### config.mk
export PLATFORM = sky130hd
export DESIGN_NAME = seg_xlat_unit
export DESIGN_NICKNAME = d
export VERILOG_FILES = /design/src/rtl/seg_xlat_pkg.sv /design/src/rtl/seg_desc_table.sv /design/src/rtl/seg_check.sv /design/src/rtl/seg_lin_add.sv /design/src/rtl/seg_xlat_unit.sv
export SDC_FILE = /design/constraint.sdc
export NUM_CORES = 2
export LEC_CHECK = 0
export ABC_AREA = 1
export BUFFER_PORTS_ARGS = -buffer_cell sky130_fd_sc_hd__buf_2
export CAP_MARGIN = 25
export CELL_PAD_IN_SITES_DETAIL_PLACEMENT = 1
export CELL_PAD_IN_SITES_GLOBAL_PLACEMENT = 1
export CORE_MARGIN = 8
export CORE_UTILIZATION = 53
export CTS_CLUSTER_DIAMETER = 50
export CTS_CLUSTER_SIZE = 10
export DETAILED_ROUTE_END_ITERATION = 8
export MAX_ROUTING_LAYER = met4
export PLACE_DENSITY = 0.84
export RECOVER_POWER = 50
export SLEW_MARGIN = 20
export SYNTH_ARGS = -nofsm -noshare
export SYNTH_HDL_FRONTEND = slang
export SYNTH_SLANG_ARGS = --single-unit
export TNS_END_PERCENT = 10
### constraint.sdc
create_clock -name clk -period 12.59 [get_ports clk]
set_input_delay 1.259 -clock clk [delete_from_list [all_inputs] [get_ports clk]]
set_output_delay 1.259 -clock clk [all_outputs]
set_load 0.005 [all_outputs]
### src/rtl/seg_xlat_pkg.sv
package seg_xlat_pkg;

   typedef enum logic [1:0] {
      ACC_FETCH = 2'b00,
      ACC_READ  = 2'b01,
      ACC_WRITE = 2'b10,
      ACC_RSVD  = 2'b11
   } acc_kind_e;

   typedef enum logic [1:0] {
      FLT_NONE = 2'b00,
      FLT_GP   = 2'b01,
      FLT_NP   = 2'b10
   } flt_e;

   typedef enum logic [2:0] {
      CHK_PASS,
      CHK_NULL,
      CHK_BOUND,
      CHK_ABSENT,
      CHK_TYPE,
      CHK_PRIV,
      CHK_RANGE
   } chk_e;

   typedef struct packed {
      logic [31:0] base;
      logic [31:0] limit;
      logic        present;
      logic [1:0]  dpl;
      logic        code;
      logic        rw;
   } seg_desc_t;

   localparam int unsigned SEL_W   = 16;
   localparam int unsigned OFF_W   = 32;
   localparam int unsigned FIELD_W = 13;

endpackage

### src/rtl/seg_desc_table.sv
module seg_desc_table
   import seg_xlat_pkg::*;
#(
   parameter int unsigned NUM_DESC = 16,
   localparam int unsigned IDX_W = $clog2(NUM_DESC)
) (
   input  logic             clk,
   input  logic             rst_n,
   input  logic             wr_en,
   input  logic [IDX_W-1:0] wr_idx,
   input  seg_desc_t        wr_desc,
   input  logic [IDX_W-1:0] rd_idx,
   output seg_desc_t        rd_desc
);

   seg_desc_t entry_q [NUM_DESC];

   for (genvar e = 0; e < NUM_DESC; e++) begin : g_entry
      always_ff @(posedge clk) begin
         if (!rst_n) begin
            entry_q[e] <= '0;
         end else if (wr_en && (wr_idx == IDX_W'(e))) begin
            entry_q[e] <= wr_desc;
         end
      end
   end

   assign rd_desc = entry_q[rd_idx];

endmodule

### src/rtl/seg_check.sv
module seg_check
   import seg_xlat_pkg::*;
#(
   parameter int unsigned NUM_DESC = 16
) (
   input  logic [SEL_W-1:0]   sel,
   input  logic [OFF_W-1:0]   offset,
   input  logic [1:0]         kind,
   input  logic [1:0]         cpl,
   input  logic [FIELD_W-1:0] tbl_top,
   input  seg_desc_t          desc,
   output chk_e               verdict
);

   localparam logic [FIELD_W-1:0] LAST_IDX = FIELD_W'(NUM_DESC - 1);

   logic [FIELD_W-1:0] idx;
   logic [1:0]         rpl;
   logic [1:0]         eff_priv;
   logic               null_hit;
   logic               bound_ok;
   logic               type_ok;
   logic               priv_ok;
   logic               range_ok;

   assign idx      = sel[SEL_W-1 -: FIELD_W];
   assign rpl      = sel[1:0];
   assign null_hit = (idx == '0);
   assign bound_ok = (idx <= tbl_top) && (idx <= LAST_IDX);
   assign eff_priv = (cpl > rpl) ? cpl : rpl;
   assign priv_ok  = (desc.dpl >= eff_priv);
   assign range_ok = (offset <= desc.limit);

   always_comb begin
      unique case (acc_kind_e'(kind))
         ACC_FETCH: type_ok = desc.code;
         ACC_READ:  type_ok = !desc.code || desc.rw;
         ACC_WRITE: type_ok = !desc.code && desc.rw;
         default:   type_ok = 1'b0;
      endcase
   end

   always_comb begin
      if (null_hit)           verdict = CHK_NULL;
      else if (!bound_ok)     verdict = CHK_BOUND;
      else if (!desc.present) verdict = CHK_ABSENT;
      else if (!type_ok)      verdict = CHK_TYPE;
      else if (!priv_ok)      verdict = CHK_PRIV;
      else if (!range_ok)     verdict = CHK_RANGE;
      else                    verdict = CHK_PASS;
   end

endmodule

### src/rtl/seg_lin_add.sv
module seg_lin_add #(
   parameter int unsigned WIDTH         = 32,
   parameter bit          CARRY_SELECT  = 1'b1,
   localparam int unsigned LO_W         = WIDTH / 2,
   localparam int unsigned HI_W         = WIDTH - LO_W
) (
   input  logic [WIDTH-1:0] base,
   input  logic [WIDTH-1:0] offset,
   output logic [WIDTH-1:0] sum
);

   if (CARRY_SELECT) begin : g_csel
      logic [LO_W:0]   lo_sum;
      logic [HI_W-1:0] hi_nc;
      logic [HI_W-1:0] hi_c;
      assign lo_sum = {1'b0, base[LO_W-1:0]} + {1'b0, offset[LO_W-1:0]};
      assign hi_nc  = base[WIDTH-1:LO_W] + offset[WIDTH-1:LO_W];
      assign hi_c   = hi_nc + HI_W'(1);
      assign sum    = {lo_sum[LO_W] ? hi_c : hi_nc, lo_sum[LO_W-1:0]};
   end else begin : g_ripple
      assign sum = base + offset;
   end

endmodule

### src/rtl/seg_xlat_unit.sv
module seg_xlat_unit
   import seg_xlat_pkg::*;
#(
   parameter int unsigned NUM_DESC     = 16,
   parameter bit          CARRY_SELECT = 1'b1,
   localparam int unsigned IDX_W       = $clog2(NUM_DESC)
) (
   input  logic             clk,
   input  logic             rst_n,
   input  logic             dt_wr_en,
   input  logic [IDX_W-1:0] dt_wr_idx,
   input  logic [31:0]      dt_wr_base,
   input  logic [31:0]      dt_wr_limit,
   input  logic             dt_wr_present,
   input  logic [1:0]       dt_wr_dpl,
   input  logic             dt_wr_code,
   input  logic             dt_wr_rw,
   input  logic [12:0]      tbl_top,
   input  logic             req_valid,
   input  logic [15:0]      req_sel,
   input  logic [31:0]      req_off,
   input  logic [1:0]       req_kind,
   input  logic [1:0]       req_cpl,
   output logic             lin_valid,
   output logic [31:0]      lin_addr,
   output logic [1:0]       fault,
   output logic [15:0]      err_code
);

   if ((NUM_DESC < 2) || (NUM_DESC > 8192) || ((NUM_DESC & (NUM_DESC - 1)) != 0)) begin : g_bad_depth
      $error("seg_xlat_unit: NUM_DESC must be a power of two from 2 to 8192");
   end

   seg_desc_t        wr_desc;
   seg_desc_t        cur_desc;
   logic [IDX_W-1:0] rd_idx;
   chk_e             verdict;
   logic [31:0]      sum;

   assign wr_desc = '{base:    dt_wr_base,
                      limit:   dt_wr_limit,
                      present: dt_wr_present,
                      dpl:     dt_wr_dpl,
                      code:    dt_wr_code,
                      rw:      dt_wr_rw};

   assign rd_idx = req_sel[3 +: IDX_W];

   seg_desc_table #(.NUM_DESC(NUM_DESC)) table_i (
      .clk     (clk),
      .rst_n   (rst_n),
      .wr_en   (dt_wr_en),
      .wr_idx  (dt_wr_idx),
      .wr_desc (wr_desc),
      .rd_idx  (rd_idx),
      .rd_desc (cur_desc)
   );

   seg_check #(.NUM_DESC(NUM_DESC)) check_i (
      .sel     (req_sel),
      .offset  (req_off),
      .kind    (req_kind),
      .cpl     (req_cpl),
      .tbl_top (tbl_top),
      .desc    (cur_desc),
      .verdict (verdict)
   );

   seg_lin_add #(.WIDTH(32), .CARRY_SELECT(CARRY_SELECT)) add_i (
      .base   (cur_desc.base),
      .offset (req_off),
      .sum    (sum)
   );

   always_ff @(posedge clk) begin
      if (!rst_n) begin
         lin_valid <= 1'b0;
         lin_addr  <= '0;
         fault     <= FLT_NONE;
         err_code  <= '0;
      end else begin
         lin_valid <= 1'b0;
         lin_addr  <= '0;
         fault     <= FLT_NONE;
         err_code  <= '0;
         if (req_valid) begin
            if (verdict == CHK_PASS) begin
               lin_valid <= 1'b1;
               lin_addr  <= sum;
            end else begin
               fault    <= (verdict == CHK_ABSENT) ? FLT_NP : FLT_GP;
               err_code <= req_sel;
            end
         end
      end
   end

endmodule

; Yosys cells after proc, flatten, opt, wreduce, memory -nomap -nowiden
; Memories as Yosys holds them, arrays and structs flattened.
; Index checks and enable logic that the tools add are counted.
[totals]
register_bits = 51
mem_count = 1
wordCells = 152
out_inout_bits = 51
inputBits = 142
mem_bits_ro = 0
ram_bits = 1104
latch_bits = 0
[op_classes]
reduce_logical = 27
n_mux = 76
bitwise_logic = 18
multipliers = 0
n_eq_ne = 18
n_shift = 0
n_addsub = 3
n_lt_le_gt_ge = 5
div_mod_pow = 0
[mem_list]
columns = memory, words, width, rd, rd_clocked_by_memory_dff, write_ports, line_no
row1 = table_i.entry_q, 16, 69, 1, 0, 16, seg_desc_table.sv:16  ; seg_desc_t entry_q [NUM_DESC];
[ops]
columns = op, n
row1 = $mux 69, 16
row2 = $mux 1, 50
row3 = $eq 4x4->1 const B, 8
row4 = $le 32x32->1, 1
row5 = $logic_and 1x1->1, 18
row6 = $mux 3, 6
row7 = $add 16x16->17, 1
row8 = $add 16x1->16 const B, 1
row9 = $add 16x16->16, 1
row10 = $eq 4x3->1 const B, 4
row11 = $mux 16, 1
row12 = $or 1x1->1, 16
row13 = $le 13x13->1, 1
row14 = $le 13x4->1 const B, 1
row15 = $logic_not 13->1, 1
row16 = $eq 4x2->1 const B, 2
row17 = $eq 4x1->1 const B, 1
row18 = $logic_not 4->1, 1
row19 = $mux 2, 2
row20 = $eq 3x2->1 const B, 1
row21 = $logic_not 3->1, 1
row22 = $pmux 1 s3, 1
row23 = $reduce_and 3->1, 1
row24 = $reduce_or 3->1, 1
row25 = 9 further kinds, 10

; Longest topological paths before layout
[depth]
word_depth = 10
ltp_mapped = 31
depth_no_buf = 24

; Modules after synthesis
; A second synthesis with hierarchy kept.
[unflattened]
cells_unflattened = 6647
hier_area_um2 = 57553.9
[by_module_without_submodules]
columns = module, seq_area_each_um2, area_each_um2, cells_per_inst, n_inst
row1 = seg_desc_table, 33151.8, 52301.4, 5860, 1
row2 = seg_lin_add, 0.0, 2202.1, 387, 1
row3 = seg_xlat_unit, 1021.0, 1591.5, 163, 1
row4 = seg_check, 0.0, 1458.9, 237, 1

; Worst setup path after synthesis
; OpenSTA, ideal clock, no wires.
[synth_path]
kind = input -> register
startpoint = in dt_wr_idx[0]
endpoint = mem table_i.entry_q[13][0] (netlist name) (enable)
setup_slack_ns = 5.496
setup_ns = 0.591
n_path_buf = 0
cell_stages = 4
arrival_ns = 6.502
required_ns = 11.999
cell_sequence = inv_1 -> nor2_1 -> nand2_1 -> o21ai_0
[synth_rtl]
columns = element, line_no
row1 = "start, declared", seg_xlat_unit.sv:11  ; input logic [IDX_W-1:0] dt_wr_idx,
row2 = "end, declared", seg_desc_table.sv:16

==> results.sh <==
export IMPL_row_count=115
export IMPL_placed_cell_area_sq_um=54300
export IMPL_post_cts_buffers=0
export IMPL_worst_pin_slew_ps=5190
export IMPL_setup_viol=0
export IMPL_layout_nets=5280
export IMPL_fmax_ghz=0.138
export IMPL_cts_hold_buf=0
export IMPL_rsz0062_at_grt="no"
export IMPL_slowest_delay_ps=3690
export IMPL_critPathSlowestCell="clkbuf_1"
export IMPL_grt_pass1_vias=45642
export IMPL_yosysSeqAreaShare_pct=65.0
export IMPL_final_common_cell="nor2_1"
export IMPL_max_slew_margin_pct=-246
export IMPL_timing_final_crit_share_pct=57.5
export IMPL_core_area_sq_um=98400
export IMPL_synth_area_per_cell_sq_um=10.4
export IMPL_clk_latency_ps=750
export IMPL_worstPathMaxFanout=55
export IMPL_synth_nets=5289
export IMPL_die_area_sq_um=110000
export IMPL_violations="max-capacitance violations, max-slew violations"
export IMPL_yosys_warnings=0
export IMPL_synth_distinct_cells=51
export IMPL_grt_max_degree=200
export IMPL_clockPowerShare_pct=40.0
export IMPL_cts_root_buf="clkbuf_16"
export IMPL_min_period_ps=7240
export IMPL_numCtsBuffers=139
export IMPL_fin_area_sq_um=58000
export IMPL_route_detailed_drc=0
export IMPL_die_w_um=331
export IMPL_startpoint_type="input pin"
export IMPL_ant_nets=0
export IMPL_crit_chain="buf_2, clkbuf_1, nand3_1, clkbuf_1, nor2_1"
export IMPL_async_reset_ff_share_pct=0
export IMPL_pwr_share_comb_pct=10.8
export IMPL_grt_use_total_pct=37.9
export IMPL_clkTransAtPathRegs_ps=60
export IMPL_post_drt_wl_per_cell_um=32.1
export IMPL_cp_arrival_ps=7490
export IMPL_dp_hpwl_um=110000
export IMPL_p_int_mw=6.78
export IMPL_cts_htree_levels=4
export IMPL_io_pins=193
export IMPL_tns_ps=0
export IMPL_hold_slack_ps=733
export IMPL_fin_skew_ps=26.3
export IMPL_p_total_mw=9.19
export IMPL_synth_edf_count=1104
export IMPL_critPathKind="in -> reg"
export IMPL_maxCapViolCount=32
export IMPL_syn2layout_area_growth_pct=10.4
export IMPL_synth_cells=5063
export IMPL_hold_viol=0
export IMPL_switchingPower_mw=2.40
export IMPL_fillers=10351
export IMPL_final_cell_mix="nor2_1 (1717), edfxtp_1 (1104), o21ai_0 (542)"
export IMPL_required_ps=12840
export IMPL_cts_sinks=1155
export IMPL_overflow=0
export IMPL_p_leak_nw=21.7
export IMPL_final_util_pct=58.9
export IMPL_cts_tree="done"
export IMPL_drtIter0Drc=6827
export IMPL_ys_ff_latch=1155
export IMPL_crit_top_cell="clkbuf_1"
export IMPL_start_util_pct=53.4
export IMPL_synth_cell_area_sq_um=52600
export IMPL_status="finished, violations left"
export IMPL_swShare_pct=26.2
export IMPL_worstHoldPathType="in -> reg"
export IMPL_die_h_um=331
export IMPL_drv_slew=1171
export IMPL_cts_buffer_depth=3
export IMPL_max_vdd_ir_drop_uv=137
export IMPL_p_per_area_nw_per_um2=158
export IMPL_cts_resized=0
export IMPL_antenna_found_initial=12
export IMPL_grt_pass1_wl_um=296000
export IMPL_pwr_share_seq_pct=49.1
export IMPL_layout_drive_gt1_share_pct=8.21
export IMPL_drt_pass1_iter_count=8
export IMPL_io_buffer_count=192
export IMPL_end_kind="register"
export IMPL_avgViaCountPerCell=6.83
export IMPL_wirelength_um=205000
export IMPL_vias=43702
export IMPL_gp_congestion=0.960
export IMPL_synthFlopType="edfxtp_1"
## flip-flops by register name, summed over array words and instances, names as in the netlist
register and flops:
lin_addr 32, err_code 16, lin_valid 1, fault 2, table_i.entry_q 1104
## layout make-up
| type | count | area (sq um) | share of cell area, % |
|---|---|---|---|
| Antenna cell | 10 | 25.0 | 0.0431 |
| Clock buffer | 168 | 3770 | 6.49 |
| Clock inverter | 21 | 163 | 0.280 |
| Inverter | 210 | 808 | 1.39 |
| Multi-Input combinational cell | 3279 | 16000 | 27.5 |
| Sequential cell | 1155 | 34200 | 58.9 |
| Tap cell | 1287 | 1610 | 2.78 |
| Timing Repair Buffer | 269 | 1510 | 2.60 |
## cells in the mapped netlist, types with 2 or more instances
cell	count	area [sq um]
nor2_1	1717	6440
buf_6	9	101
buf_4	4	30.0
nand3b_1	3	22.5
nor2_4	11	124
o21bai_1	2	15.0
nand4_1	18	113
a221oi_1	3	26.3
nand3_1	140	701
edfxtp_1	1104	33200
clkbuf_1	351	1320
clkinv_1	3	11.3
nand2_2	4	25.0
ha_1	82	1030
xnor2_1	6	52.6
nor2_2	11	68.8
nor3_1	10	50.1
o31ai_1	2	15.0
xor2_1	24	210
buf_1	28	105
o21a_1	3	22.5
inv_1	205	769
o21ai_1	4	20.0
fa_1	2	40.0
a21oi_1	65	325
o221ai_1	199	1740
nand2_1	282	1060
a22o_1	2	17.5
o21ai_0	546	2730
o22ai_1	59	369
a31oi_1	2	12.5
dfxtp_1	51	1020
o211ai_1	66	495
nand3_2	3	30.0
buf_2	26	130
## worst max-delay path: cells and delay by family
| kind | cells | cell delay [ps] |
|---|---|---|
| simple gates | 2 | 1730 |
| buf+inv | 3 | 4450 |
## power by group through the flow
stage               Combinational (mW)  Clock (mW)  Sequential, mW
CTS                              0.962        3.66            4.50
detailed placement               0.941           0            4.57
global placement                 0.902           0            4.55
finish                           0.995        3.68            4.51
floorplan                        0.566           0            4.56
global route                      1.04        3.78            4.53
## per-layer routing
metal / track usage, % / vias up / part of all wire, %
met2: 58.1 / 3682 / 46
met3: 10.6 / 933 / 14
met5: - / - / 0
met4: 21.1 / 0 / 6.1
met1: 45.3 / 21523 / 34
li1: - / 17564 / -
## final timing paths
check	start	endpoint	slack, ps	depth (start not counted)
hold reg to reg	table_i.entry_q[8][4]$_SDFFCE_PN0P_	fault[1]$_SDFF_PP0_	1030	7
setup / recovery	rst_n	table_i.entry_q[1][50]$_SDFFCE_PN0P_	5350	5
hold / removal	req_sel[2]	err_code[2]$_SDFF_PP0_	730	3
setup reg to reg	table_i.entry_q[14][53]$_SDFFCE_PN0P_	lin_addr[28]$_SDFF_PN0_	8720	20
## stage by stage
| stage | setup WS (ps) | std cells |
|---|---|---|
| 6_report | 5350 | 6399 |
| 5_1_grt | 5690 | 6399 |
| 4_1_cts | 6580 | 6386 |
| 3_5_place_dp | 5980 | 6197 |
| 3_3_place_gp | 6170 | 6192 |
| 2_1_floorplan | 5500 | 5063 |
## kinds of logic after synthesis
| kind of cell | after synthesis | share of synthesized area, % |
|---|---|---|
| and+or+nand+nor | 2206 | 16.6 |
| AOI/OAI and AO/OA | 959 | 11.1 |
| buffers and inverters | 629 | 4.75 |
| xor gates and xnor gates | 30 | 0.500 |
| DFF | 1155 | 65.0 |
| adders and majority gates | 84 | 2.03 |
(Power assumes the default switching activity.)
